--- config.mk ---
export PLATFORM = sky130hd
export DESIGN_NAME = bdc_target
export DESIGN_NICKNAME = d
export VERILOG_FILES = /design/src/rtl/bdc_pkg.sv /design/src/rtl/bdc_decode.sv /design/src/rtl/bdc_status.sv /design/src/rtl/bdc_params.sv /design/src/rtl/bdc_target.sv
export SDC_FILE = /design/constraint.sdc
export NUM_CORES = 1
export LEC_CHECK = 0
export CELL_PAD_IN_SITES_DETAIL_PLACEMENT = 1
export CELL_PAD_IN_SITES_GLOBAL_PLACEMENT = 1
export CORE_MARGIN = 3
export CORE_UTILIZATION = 33
export CTS_CLUSTER_DIAMETER = 40
export DETAILED_ROUTE_END_ITERATION = 6
export PLACE_DENSITY_LB_ADDON = 0.1
export SYNTH_ARGS = -nofsm -noshare
export SYNTH_HDL_FRONTEND = slang
export SYNTH_SLANG_ARGS = --single-unit
--- constraint.sdc ---
create_clock -name clk -period 2.5 [get_ports clk]
set_input_delay 0.25 -clock clk [delete_from_list [all_inputs] [get_ports clk]]
set_output_delay 0.25 -clock clk [all_outputs]
set_load 0.02 [all_outputs]
--- src/rtl/bdc_pkg.sv ---
package bdc_pkg;

    localparam int WORD_W = 32;
    localparam int REG_IDX_W = 4;

    typedef enum logic [2:0] {
        ST_IDLE   = 3'd0,
        ST_BUSY   = 3'd1,
        ST_RD_OK  = 3'd2,
        ST_WR_OK  = 3'd3,
        ST_RD_ERR = 3'd4,
        ST_WR_ERR = 3'd5
    } bdc_state_e;

    typedef enum logic [REG_IDX_W-1:0] {
        RG_BUF_LO  = 4'd0,
        RG_COUNT   = 4'd1,
        RG_LBA     = 4'd2,
        RG_OP      = 4'd3,
        RG_STATUS  = 4'd4,
        RG_IRQEN   = 4'd5,
        RG_DEVSIZE = 4'd6,
        RG_BLKSIZE = 4'd7,
        RG_BUF_HI  = 4'd8,
        RG_NONE    = 4'd15
    } bdc_reg_e;

    localparam logic [WORD_W-1:0] OPC_READ  = 32'd1;
    localparam logic [WORD_W-1:0] OPC_WRITE = 32'd2;

    typedef struct packed {
        logic              valid;
        logic              write;
        logic              err;
        bdc_reg_e          sel;
        logic [WORD_W-1:0] wdata;
    } bdc_acc_t;

    function automatic logic st_complete(input bdc_state_e s);
        return (s == ST_RD_OK) || (s == ST_WR_OK) ||
               (s == ST_RD_ERR) || (s == ST_WR_ERR);
    endfunction

    function automatic logic reg_readable(input bdc_reg_e r);
        return (r != RG_OP) && (r != RG_NONE);
    endfunction

    function automatic logic reg_writable(input bdc_reg_e r);
        case (r)
            RG_BUF_LO, RG_BUF_HI, RG_COUNT, RG_LBA, RG_OP, RG_IRQEN: return 1'b1;
            default: return 1'b0;
        endcase
    endfunction

    function automatic logic reg_guarded(input bdc_reg_e r);
        case (r)
            RG_BUF_LO, RG_BUF_HI, RG_COUNT, RG_LBA, RG_OP: return 1'b1;
            default: return 1'b0;
        endcase
    endfunction

endpackage

--- src/rtl/bdc_decode.sv ---
module bdc_decode
    import bdc_pkg::*;
#(
    parameter int ADDR_W = 8
) (
    input  logic              req_valid,
    input  logic              req_write,
    input  logic [ADDR_W-1:0] req_addr,
    input  logic [WORD_W-1:0] req_wdata,
    output bdc_acc_t          acc
);
    localparam int IDX_W = ADDR_W - 2;
    localparam int LAST_IDX = 8;

    logic [IDX_W-1:0] word_idx;
    logic             aligned;
    bdc_reg_e         sel;

    assign word_idx = req_addr[ADDR_W-1:2];
    assign aligned  = (req_addr[1:0] == 2'b00);

    always_comb begin
        if (aligned && (word_idx <= IDX_W'(LAST_IDX)))
            sel = bdc_reg_e'(word_idx[REG_IDX_W-1:0]);
        else
            sel = RG_NONE;
    end

    always_comb begin
        acc.valid = req_valid;
        acc.write = req_write;
        acc.sel   = sel;
        acc.wdata = req_wdata;
        acc.err   = req_valid &&
                    (req_write ? !reg_writable(sel) : !reg_readable(sel));
    end
endmodule

--- src/rtl/bdc_status.sv ---
module bdc_status
    import bdc_pkg::*;
(
    input  logic       clk,
    input  logic       rst,
    input  logic       start,
    input  logic       dir_read,
    input  logic       done,
    input  logic       fail,
    input  logic       ack,
    output bdc_state_e state_q
);
    bdc_state_e state_d;

    always_comb begin
        state_d = state_q;
        unique case (state_q)
            ST_IDLE: if (start) state_d = ST_BUSY;
            ST_BUSY: begin
                if (done) begin
                    if (fail) state_d = dir_read ? ST_RD_ERR : ST_WR_ERR;
                    else      state_d = dir_read ? ST_RD_OK  : ST_WR_OK;
                end
            end
            ST_RD_OK, ST_WR_OK, ST_RD_ERR, ST_WR_ERR:
                if (ack) state_d = ST_IDLE;
            default: state_d = ST_IDLE;
        endcase
    end

    always_ff @(posedge clk) begin
        if (rst) state_q <= ST_IDLE;
        else     state_q <= state_d;
    end
endmodule

--- src/rtl/bdc_params.sv ---
module bdc_params
    import bdc_pkg::*;
(
    input  logic              clk,
    input  logic              rst,
    input  bdc_acc_t          acc,
    input  logic              idle,
    output logic [WORD_W-1:0] buf_lo_q,
    output logic [WORD_W-1:0] buf_hi_q,
    output logic [WORD_W-1:0] count_q,
    output logic [WORD_W-1:0] lba_q,
    output logic              ien_q
);
    logic wr_ok;
    logic guarded_ok;

    assign wr_ok      = acc.valid && acc.write && !acc.err;
    assign guarded_ok = wr_ok && idle;

    always_ff @(posedge clk) begin
        if (rst) begin
            buf_lo_q <= '0;
            buf_hi_q <= '0;
            count_q  <= '0;
            lba_q    <= '0;
            ien_q    <= 1'b1;
        end else begin
            if (guarded_ok && acc.sel == RG_BUF_LO) buf_lo_q <= acc.wdata;
            if (guarded_ok && acc.sel == RG_BUF_HI) buf_hi_q <= acc.wdata;
            if (guarded_ok && acc.sel == RG_COUNT)  count_q  <= acc.wdata;
            if (guarded_ok && acc.sel == RG_LBA)    lba_q    <= acc.wdata;
            if (wr_ok && acc.sel == RG_IRQEN)       ien_q    <= |acc.wdata;
        end
    end
endmodule

--- src/rtl/bdc_target.sv ---
module bdc_target
    import bdc_pkg::*;
#(
    parameter int          ADDR_W     = 8,
    parameter int          SRC_W      = 8,
    parameter int          TRD_W      = 4,
    parameter int          PKT_W      = 4,
    parameter logic [31:0] DEV_BLOCKS = 32'd4096,
    parameter logic [31:0] BLK_BYTES  = 32'd512
) (
    input  logic              clk,
    input  logic              rst,
    input  logic              req_valid,
    input  logic              req_write,
    input  logic [ADDR_W-1:0] req_addr,
    input  logic [31:0]       req_wdata,
    input  logic [SRC_W-1:0]  req_srcid,
    input  logic [TRD_W-1:0]  req_trdid,
    input  logic [PKT_W-1:0]  req_pktid,
    output logic              rsp_valid,
    output logic [31:0]       rsp_rdata,
    output logic              rsp_error,
    output logic [SRC_W-1:0]  rsp_srcid,
    output logic [TRD_W-1:0]  rsp_trdid,
    output logic [PKT_W-1:0]  rsp_pktid,
    output logic              eng_start,
    output logic              eng_read,
    output logic [63:0]       eng_buf_addr,
    output logic [31:0]       eng_count,
    output logic [31:0]       eng_lba,
    input  logic              eng_done,
    input  logic              eng_fail,
    output logic              irq
);
    bdc_acc_t          acc;
    bdc_state_e        st_q;
    logic [WORD_W-1:0] buf_lo_q, buf_hi_q, count_q, lba_q;
    logic              ien_q;
    logic              idle;
    logic              legal_rd, legal_wr;
    logic              start_go, status_ack;
    logic              dir_q;
    logic [WORD_W-1:0] rd_mux;

    bdc_decode #(.ADDR_W(ADDR_W)) u_dec (
        .req_valid (req_valid),
        .req_write (req_write),
        .req_addr  (req_addr),
        .req_wdata (req_wdata),
        .acc       (acc)
    );

    assign idle     = (st_q == ST_IDLE);
    assign legal_rd = acc.valid && !acc.write && !acc.err;
    assign legal_wr = acc.valid &&  acc.write && !acc.err;

    assign start_go = legal_wr && idle && (acc.sel == RG_OP) &&
                      ((acc.wdata == OPC_READ) || (acc.wdata == OPC_WRITE));
    assign status_ack = legal_rd && (acc.sel == RG_STATUS);

    bdc_params u_par (
        .clk      (clk),
        .rst      (rst),
        .acc      (acc),
        .idle     (idle),
        .buf_lo_q (buf_lo_q),
        .buf_hi_q (buf_hi_q),
        .count_q  (count_q),
        .lba_q    (lba_q),
        .ien_q    (ien_q)
    );

    bdc_status u_st (
        .clk      (clk),
        .rst      (rst),
        .start    (start_go),
        .dir_read (dir_q),
        .done     (eng_done),
        .fail     (eng_fail),
        .ack      (status_ack),
        .state_q  (st_q)
    );

    always_ff @(posedge clk) begin
        if (rst) begin
            dir_q     <= 1'b0;
            eng_start <= 1'b0;
        end else begin
            eng_start <= start_go;
            if (start_go) dir_q <= (acc.wdata == OPC_READ);
        end
    end

    always_comb begin
        unique case (acc.sel)
            RG_BUF_LO:  rd_mux = buf_lo_q;
            RG_BUF_HI:  rd_mux = buf_hi_q;
            RG_COUNT:   rd_mux = count_q;
            RG_LBA:     rd_mux = lba_q;
            RG_STATUS:  rd_mux = WORD_W'(st_q);
            RG_IRQEN:   rd_mux = WORD_W'(ien_q);
            RG_DEVSIZE: rd_mux = DEV_BLOCKS;
            RG_BLKSIZE: rd_mux = BLK_BYTES;
            default:    rd_mux = '0;
        endcase
    end

    always_ff @(posedge clk) begin
        if (rst) begin
            rsp_valid <= 1'b0;
            rsp_rdata <= '0;
            rsp_error <= 1'b0;
            rsp_srcid <= '0;
            rsp_trdid <= '0;
            rsp_pktid <= '0;
        end else begin
            rsp_valid <= req_valid;
            if (req_valid) begin
                rsp_rdata <= legal_rd ? rd_mux : '0;
                rsp_error <= acc.err;
                rsp_srcid <= req_srcid;
                rsp_trdid <= req_trdid;
                rsp_pktid <= req_pktid;
            end
        end
    end

    assign eng_read     = dir_q;
    assign eng_buf_addr = {buf_hi_q, buf_lo_q};
    assign eng_count    = count_q;
    assign eng_lba      = lba_q;
    assign irq          = ien_q && st_complete(st_q);

endmodule

==> results by group, run 1 <==
GRT
  – Vias in the first global route: 8038
  – Total Routing Usage GR: 24.54%
  – GR Overflow Total: 0
  – Largest net degree at the start of global routing: 67
  – Initial antenna violation count: 0
  – First-pass GRT wire length: 46.78 mm

Die
  – Core Area: 22030 um^2
  – Initial core utilization: 33.83%
  – # IOs: 243
  – DIE AREA: 24420 um^2
  – Die Span Y: 156.3 um
  – Die X-Extent: 156.3 um
  – Row count: 54

Finish
  – NumNets Final: 1211
  – Register area: 3684 um^2
  – ANT cells: 0
  – Commonest non-fill, non-tap cells in the layout: 269 x nand2_1, 240 x clkdlybuf4s50_1, 184 x dfxtp_1
  – # fillers: 2555
  – Multi-input gate area: 3466 um^2
  – Area grow syn2layout: 48.88%
  – Share of post-route cells with drive strength above 1: 9.208%
  – Most common cell after layout, fill and taps aside: nand2_1

Routing
  – Routed len/inst: 21.14 um
  – DRT Wirelength: 30.49 mm
  – Remaining DRCs: 0
  – Vias per Instance: 5.327
  – Drt pass-1 iters: 5
  – Antenna Nets Post-Route: 0
  – Iteration-0 DRC Markers: 403
  – Routed vias: 7681

Setup path
  – Worst Path Max Fanout: 8
  – Max stage delay cell, worst path: clkdlybuf4s50_1
  – Crit. End Element: output port
  – Cell Chain, Critical Path: xor2_1 > and2_1 > clkdlybuf4s50_1
  – CP bufs+invs: 1
  – Setup Crit Path Kind: flop to output port
  – CP Launch Type: flop
  – Worst EP arrival: 1.91 ns
  – Peak per-stage delay on the critical path: 0.61 ns
  – Worst path top cell family by delay: buffers and inverters
  – Crit path required time: 2.25 ns

Yosys
  – Synth Area in Adders: 0%
  – Syn_nets: 963
  – Post-synthesis compound-gate area fraction: 19.44%
  – #FFs+latches synth: 184
  – EDFF count, synth: 0
  – Post-synthesis simple-gate area fraction: 19.36%
  – Post-Synthesis Cell Area: 7452 um^2
  – Largest area contributor in the synthesized netlist: dfxtp_1
  – Register area share after synthesis: 49.43%
  – Largest family of logic cells by synthesized area: compound AO/OA/AOI/OAI gates
  – Top-area cell type share of the netlist area: 49.43%
  – Mapped Cells: 901
  – Mux cell area share after synthesis: 6.867%
  – Asr flop ratio synth: 0%
  – Post-Synth XOR/XNOR Area: 0.2351%
  – Post-synth top flop: dfxtp_1
  – Avg Cell Area, Syn: 8.271 um^2
  – Ranking of synthesized cells by area: dfxtp_1 49%, nand2_1 14%, a21oi_1 9.0%
  – Distinct cell type count after synthesis: 41
  – Warnings from Yosys: 0

Timing
  – Clock Skews: 0.01021 ns
  – Maximum clock rate: 462.7 MHz
  – Post-route setup slack: 0.3389 ns
  – Final Setup Violations: 0
  – Final period util: 86.45%
  – Min Clock Period, post-route: 2.161 ns
  – Slew HR: 28.70%
  – Setup_tns: 0 ns
  – Measured slew at the worst slew-check pin: 1.067 ns
  – RSZ-0062 raised after global routing: no
  – Final Hold Viols: 0
  – WHS: 0.2736 ns
  – Max-slew violations: 0

Clocking
  – Clk_lat worst skew: 0.43 ns
  – CTS buffer count: 17
  – Max Buffers Root-to-Sink: 2
  – Htree depth: 4
  – CTS resizes: 0
  – Clk sink count: 184
  – CTS root buf: clkbuf_16
  – Clk slew on worst S/H paths: 0.08 ns
  – Hold buffer count at cts: 0
  – CTS tree: built
  – Setup Buffers After CTS: 0

Power
  – Maximum VDD drop: 0.4202 mV
  – PD cells: 551.9 nW/um^2
  – Leakage Power: 3.803 nW
  – Total power: 0.006123 W

Placed design
  – Post-DP HPWL: 20.93 mm
  – DP Worst Slack: -0.07218 ns
  – I/O Buffers: 242
  – Placer Congestion: 0.7852

Run status
  – Status: complete, no violations

Worst hold path
  – Worst hold path class: input port to flop

Run
  – Max-Cap Viols: 0
stage by stage:
| step | util, % | area (um^2) | instances |
|---|---|---|---|
| 2_1_floorplan | - | 7452 | 901 |
| 3_3_place_gp | 47.71 | 10510 | 1410 |
| 3_5_place_dp | 47.71 | 10510 | 1410 |
| 4_1_cts | 50.37 | 11090 | 1442 |
| 5_1_grt | 50.37 | 11090 | 1442 |
| 6_report | 50.37 | 11090 | 1442 |
worst register-to-register path, cell delays in order, from the launching register on:
cell	delay, ns
dfxtp_1	0.37
or3_1	0.45
or3_4	0.37
nor4_4	0.29
buf_12	0.24
nand2_1	0.08
a21oi_1	0.17
flip-flops by register name (all words and copies together) (netlist names):
register        flops
u_par.count_q      32
u_st.state_q        3
u_par.ien_q         1
rsp_rdata          32
rsp_pktid           4
u_par.buf_hi_q     32
u_par.lba_q        32
eng_read            1
rsp_srcid           8
rsp_trdid           4
rsp_valid           1
rsp_error           1
eng_start           1
u_par.buf_lo_q     32
synthesized netlist by cell type (2+ instances only):
library cell and count:
a31oi_1 3, inv_1 2, buf_2 26, dfxtp_1 184, a22o_1 32, nor4b_1 2, buf_1 2, mux2i_1 50
o22ai_1 27, nand4_1 5, a21oi_1 134, nor4_1 13, nor3_1 8, buf_6 3, clkbuf_1 45, a211o_1 2
nor2b_1 5, nor2_1 31, nand3_1 4, a22oi_1 29, o21ai_0 6, nand2_1 269
path summary, 6_finish.rpt:
path	cells after the start	slack, ns	from	to
max reg2reg	6	0.44	u_st.state_q[0]$_SDFFE_PP0P_	u_par.buf_lo_q[30]$_SDFFE_PP0P_
max	3	0.34	u_st.state_q[2]$_SDFFE_PP0P_	irq
min	2	0.27	rst	u_par.lba_q[17]$_SDFFE_PP0P_
min reg2reg	2	0.47	u_par.buf_lo_q[0]$_SDFFE_PP0P_	u_par.buf_lo_q[0]$_SDFFE_PP0P_
cell families (layout without fill, tap and decap cells):
| family | after synthesis | after routing |
|---|---|---|
| AND/OR/NAND/NOR | 348 | 348 |
| AO/OA/AOI/OAI | 238 | 238 |
| flip-flops | 184 | 184 |
| buffers and inverters | 78 | 339 |
| multiplexers | 51 | 51 |
| XOR/XNOR | 2 | 2 |
cell type report:
type	instances	share of cell area, %
tap	280	3.158
sequential	184	33.20
clock buffer	18	3.868
clock inverter	14	1.421
inverter	2	0.06767
timing repair buffer	305	27.04
multi-input combinational	639	31.24
where the power goes:
| group | switching (W) | internal [W] | leakage [nW] |
|---|---|---|---|
| sequential | 0.0000101 | 0.00295 | 1.49 |
| clock | 0.00130 | 0.00142 | 0.290 |
| combinational | 0.000251 | 0.000193 | 2.03 |
per-layer routing:
layer	wire (um)	share of wire, %	GRT usage, %
met1	13460	44	31.21
met2	14590	48	41.10
met3	1799	5.9	6.250
met4	637	2.1	7.378
met5	0	0	0
No activity file was read; power rests on OpenSTA's default activity.
==> run 2, diff against run 1 <==
GPL_TIMING_DRIVEN = 0   (was default)
==> run 2 against run 1 <==
Final area is 2.5% lower. Count of clock-buffer cells in the layout grew 2. Clock skew rose by 0.0019 ns. Critical path depth rose by 5. Hold slack lost 0.11 ns. Highest routed layer unchanged.
==> results by group, run 2 (synthesized netlist as in run 1, its figures left out) <==
Setup path
  – Worst Path Max Fanout: 10 (+2)
  – CP Launch Type: input port
  – Crit. End Element: flop
  – Worst EP arrival: 2.74 ns (+0.83 ns)
  – Crit path required time: 2.83 ns (+0.58 ns)
  – Setup Crit Path Kind: input port to flop

Worst hold path
  – Worst hold path class: input port to flop

GRT
  – Initial antenna violation count: 0 (unchanged)
  – Largest net degree at the start of global routing: 18 (-73%)
  – Vias in the first global route: 7997 (-0.51%)
  – Total Routing Usage GR: 25.16% (+0.63 points)
  – GR Overflow Total: 0 (unchanged)
  – First-pass GRT wire length: 47.42 mm (+1.4%)

Timing
  – Maximum clock rate: 415.8 MHz (-10%)
  – Max-slew violations: 0 (unchanged)
  – Final period util: 96.20% (+9.8 points)
  – Min Clock Period, post-route: 2.405 ns (+0.2439 ns)
  – Final Setup Violations: 0 (unchanged)
  – Clock Skews: 0.01206 ns (+0.001854 ns)
  – Final Hold Viols: 0 (unchanged)
  – Post-route setup slack: 0.09491 ns (-0.2439 ns)
  – Measured slew at the worst slew-check pin: 0.9192 ns (-0.1477 ns)
  – Slew HR: 38.72% (+10 points)

Clocking
  – CTS tree: built
  – Clk slew on worst S/H paths: 0.08 ns (about the same)
  – Htree depth: 4 (unchanged)
  – CTS buffer count: 17 (unchanged)
  – Max Buffers Root-to-Sink: 2 (unchanged)
  – Hold buffer count at cts: 0 (unchanged)
  – Clk_lat worst skew: 0.43 ns (about the same)
  – CTS root buf: clkbuf_16
  – Clk sink count: 184 (unchanged)

Routing
  – Routed vias: 7835 (+2.0%)
  – Antenna Nets Post-Route: 0 (unchanged)
  – Vias per Instance: 5.396 (+1.3%)
  – Drt pass-1 iters: 5 (unchanged)
  – Remaining DRCs: 0 (unchanged)
  – DRT Wirelength: 31.71 mm (+4.0%)
  – Iteration-0 DRC Markers: 435 (+7.9%)
  – Routed len/inst: 21.84 um (+3.3%)

Finish
  – Layout Cells excl Fill: 1452 (+0.69%)
  – Share of post-route cells with drive strength above 1: 6.741% (-2.5 points)
  – Most common cell after layout, fill and taps aside: nand2_1
  – Area grow syn2layout: 45.18%
  – Commonest non-fill, non-tap cells in the layout: 269 x nand2_1, 237 x clkdlybuf4s50_1, 184 x dfxtp_1
  – ANT cells: 0 (unchanged)
  – NumNets Final: 1221 (+0.83%)

Power
  – Leakage Power: 3.623 nW (-4.7%)
  – PD cells: 565.9 nW/um^2 (+2.5%)
  – Maximum VDD drop: 0.3921 mV (-6.7%)

Run
  – Max-Cap Viols: 0 (unchanged)

Die
  – # IOs: 243 (unchanged)
  – Row count: 54 (unchanged)
  – Die Span Y: 156.3 um (unchanged)
  – Die X-Extent: 156.3 um (unchanged)
  – DIE AREA: 24420 um^2 (unchanged)
  – Core Area: 22030 um^2 (unchanged)
  – Initial core utilization: 33.83% (unchanged)

Placed design
  – I/O Buffers: 237 (-2.1%)
  – Post-DP HPWL: 22.43 mm (+7.2%)
  – DP Worst Slack: -0.8135 ns (-0.7413 ns)
  – Placed insts: 1418 (+0.57%)
  – Placer Congestion: 0.8474 (+7.9%)

Run status
  – Status: complete, no violations
## run 2: cell types whose count changed in the layout (fill, tap and decap cells not counted), sizes merged
cell           delta
clkbuf           +52
buf              -37
clkinv            -4
clkdlybuf4s50     -3
clkinvlp          +2
## run 2: final cells by class
| type | instances | area, um^2 |
|---|---|---|
| Buffer | 76 | 364.1 |
| Clock buffer | 20 | 446.7 |
| Clock inverter | 12 | 131.4 |
| Fill cell | 2607 | 11210 |
| Inverter | 2 | 7.507 |
| Multi-Input combinational cell | 639 | 3448 |
| Sequential cell | 184 | 3684 |
| Tap cell | 280 | 350.3 |
| Timing Repair Buffer | 239 | 2387 |
## run 2: metrics by stage
stage          area (um^2)  utilization, %  TNS [ns]  total power, W  hold slack [ns]
5_1_grt              10820           49.12  -0.01848        0.006325           0.1637
3_5_place_dp         10170           46.19    -64.55        0.003450           0.4641
6_report             10820           49.12         0        0.006122           0.1627
3_3_place_gp         10170           46.19    -61.00        0.003448           0.4567
4_1_cts              10770           48.88         0        0.006157           0.1511
2_1_floorplan         7452               -         0        0.003197           0.3905
## run 2: critical path, stage by stage
cell and delay [ns]:
clkdlybuf4s50_1 0.53, clkbuf_1 0.40, nor2_1 0.21, nand2_1 0.22, clkbuf_2 0.35, clkbuf_2 0.40, o22ai_1 0.18, a22o_1 0.20
## run 2: final timing paths
check	start	slack (ns)	depth (start not counted)	to
max	req_addr[4]	0.09	8	rsp_rdata[16]$_SDFFE_PP0P_
min	req_wdata[1]	0.16	3	u_par.count_q[1]$_SDFFE_PP0P_
max reg2reg	u_st.state_q[1]$_SDFFE_PP0P_	0.11	7	u_par.count_q[2]$_SDFFE_PP0P_
min reg2reg	u_par.buf_hi_q[23]$_SDFFE_PP0P_	0.47	2	u_par.buf_hi_q[23]$_SDFFE_PP0P_
## run 2: repair_timing
action | in CTS | in global routing
endpoints found under the setup margin | 22 | 81
buffers inserted | 0 | 2
resized for setup | 6 | 19
## run 2: report_power, final
group	internal [W]	switching, W	total, W
Clock	0.00144	0.00129	0.00273
Sequential	0.00295	0.00000930	0.00296
Combinational	0.000167	0.000265	0.000432
## run 2: routing by layer
layer | vias up | GRT usage (%) | wire length (um)
met1 | 3874 | 33.19 | 14230
met2 | 279 | 41.26 | 14650
met4 | 0 | 6.628 | 692
met5 | - | 0 | 0
met3 | 41 | 6.305 | 2130
li1 | 3641 | - | -
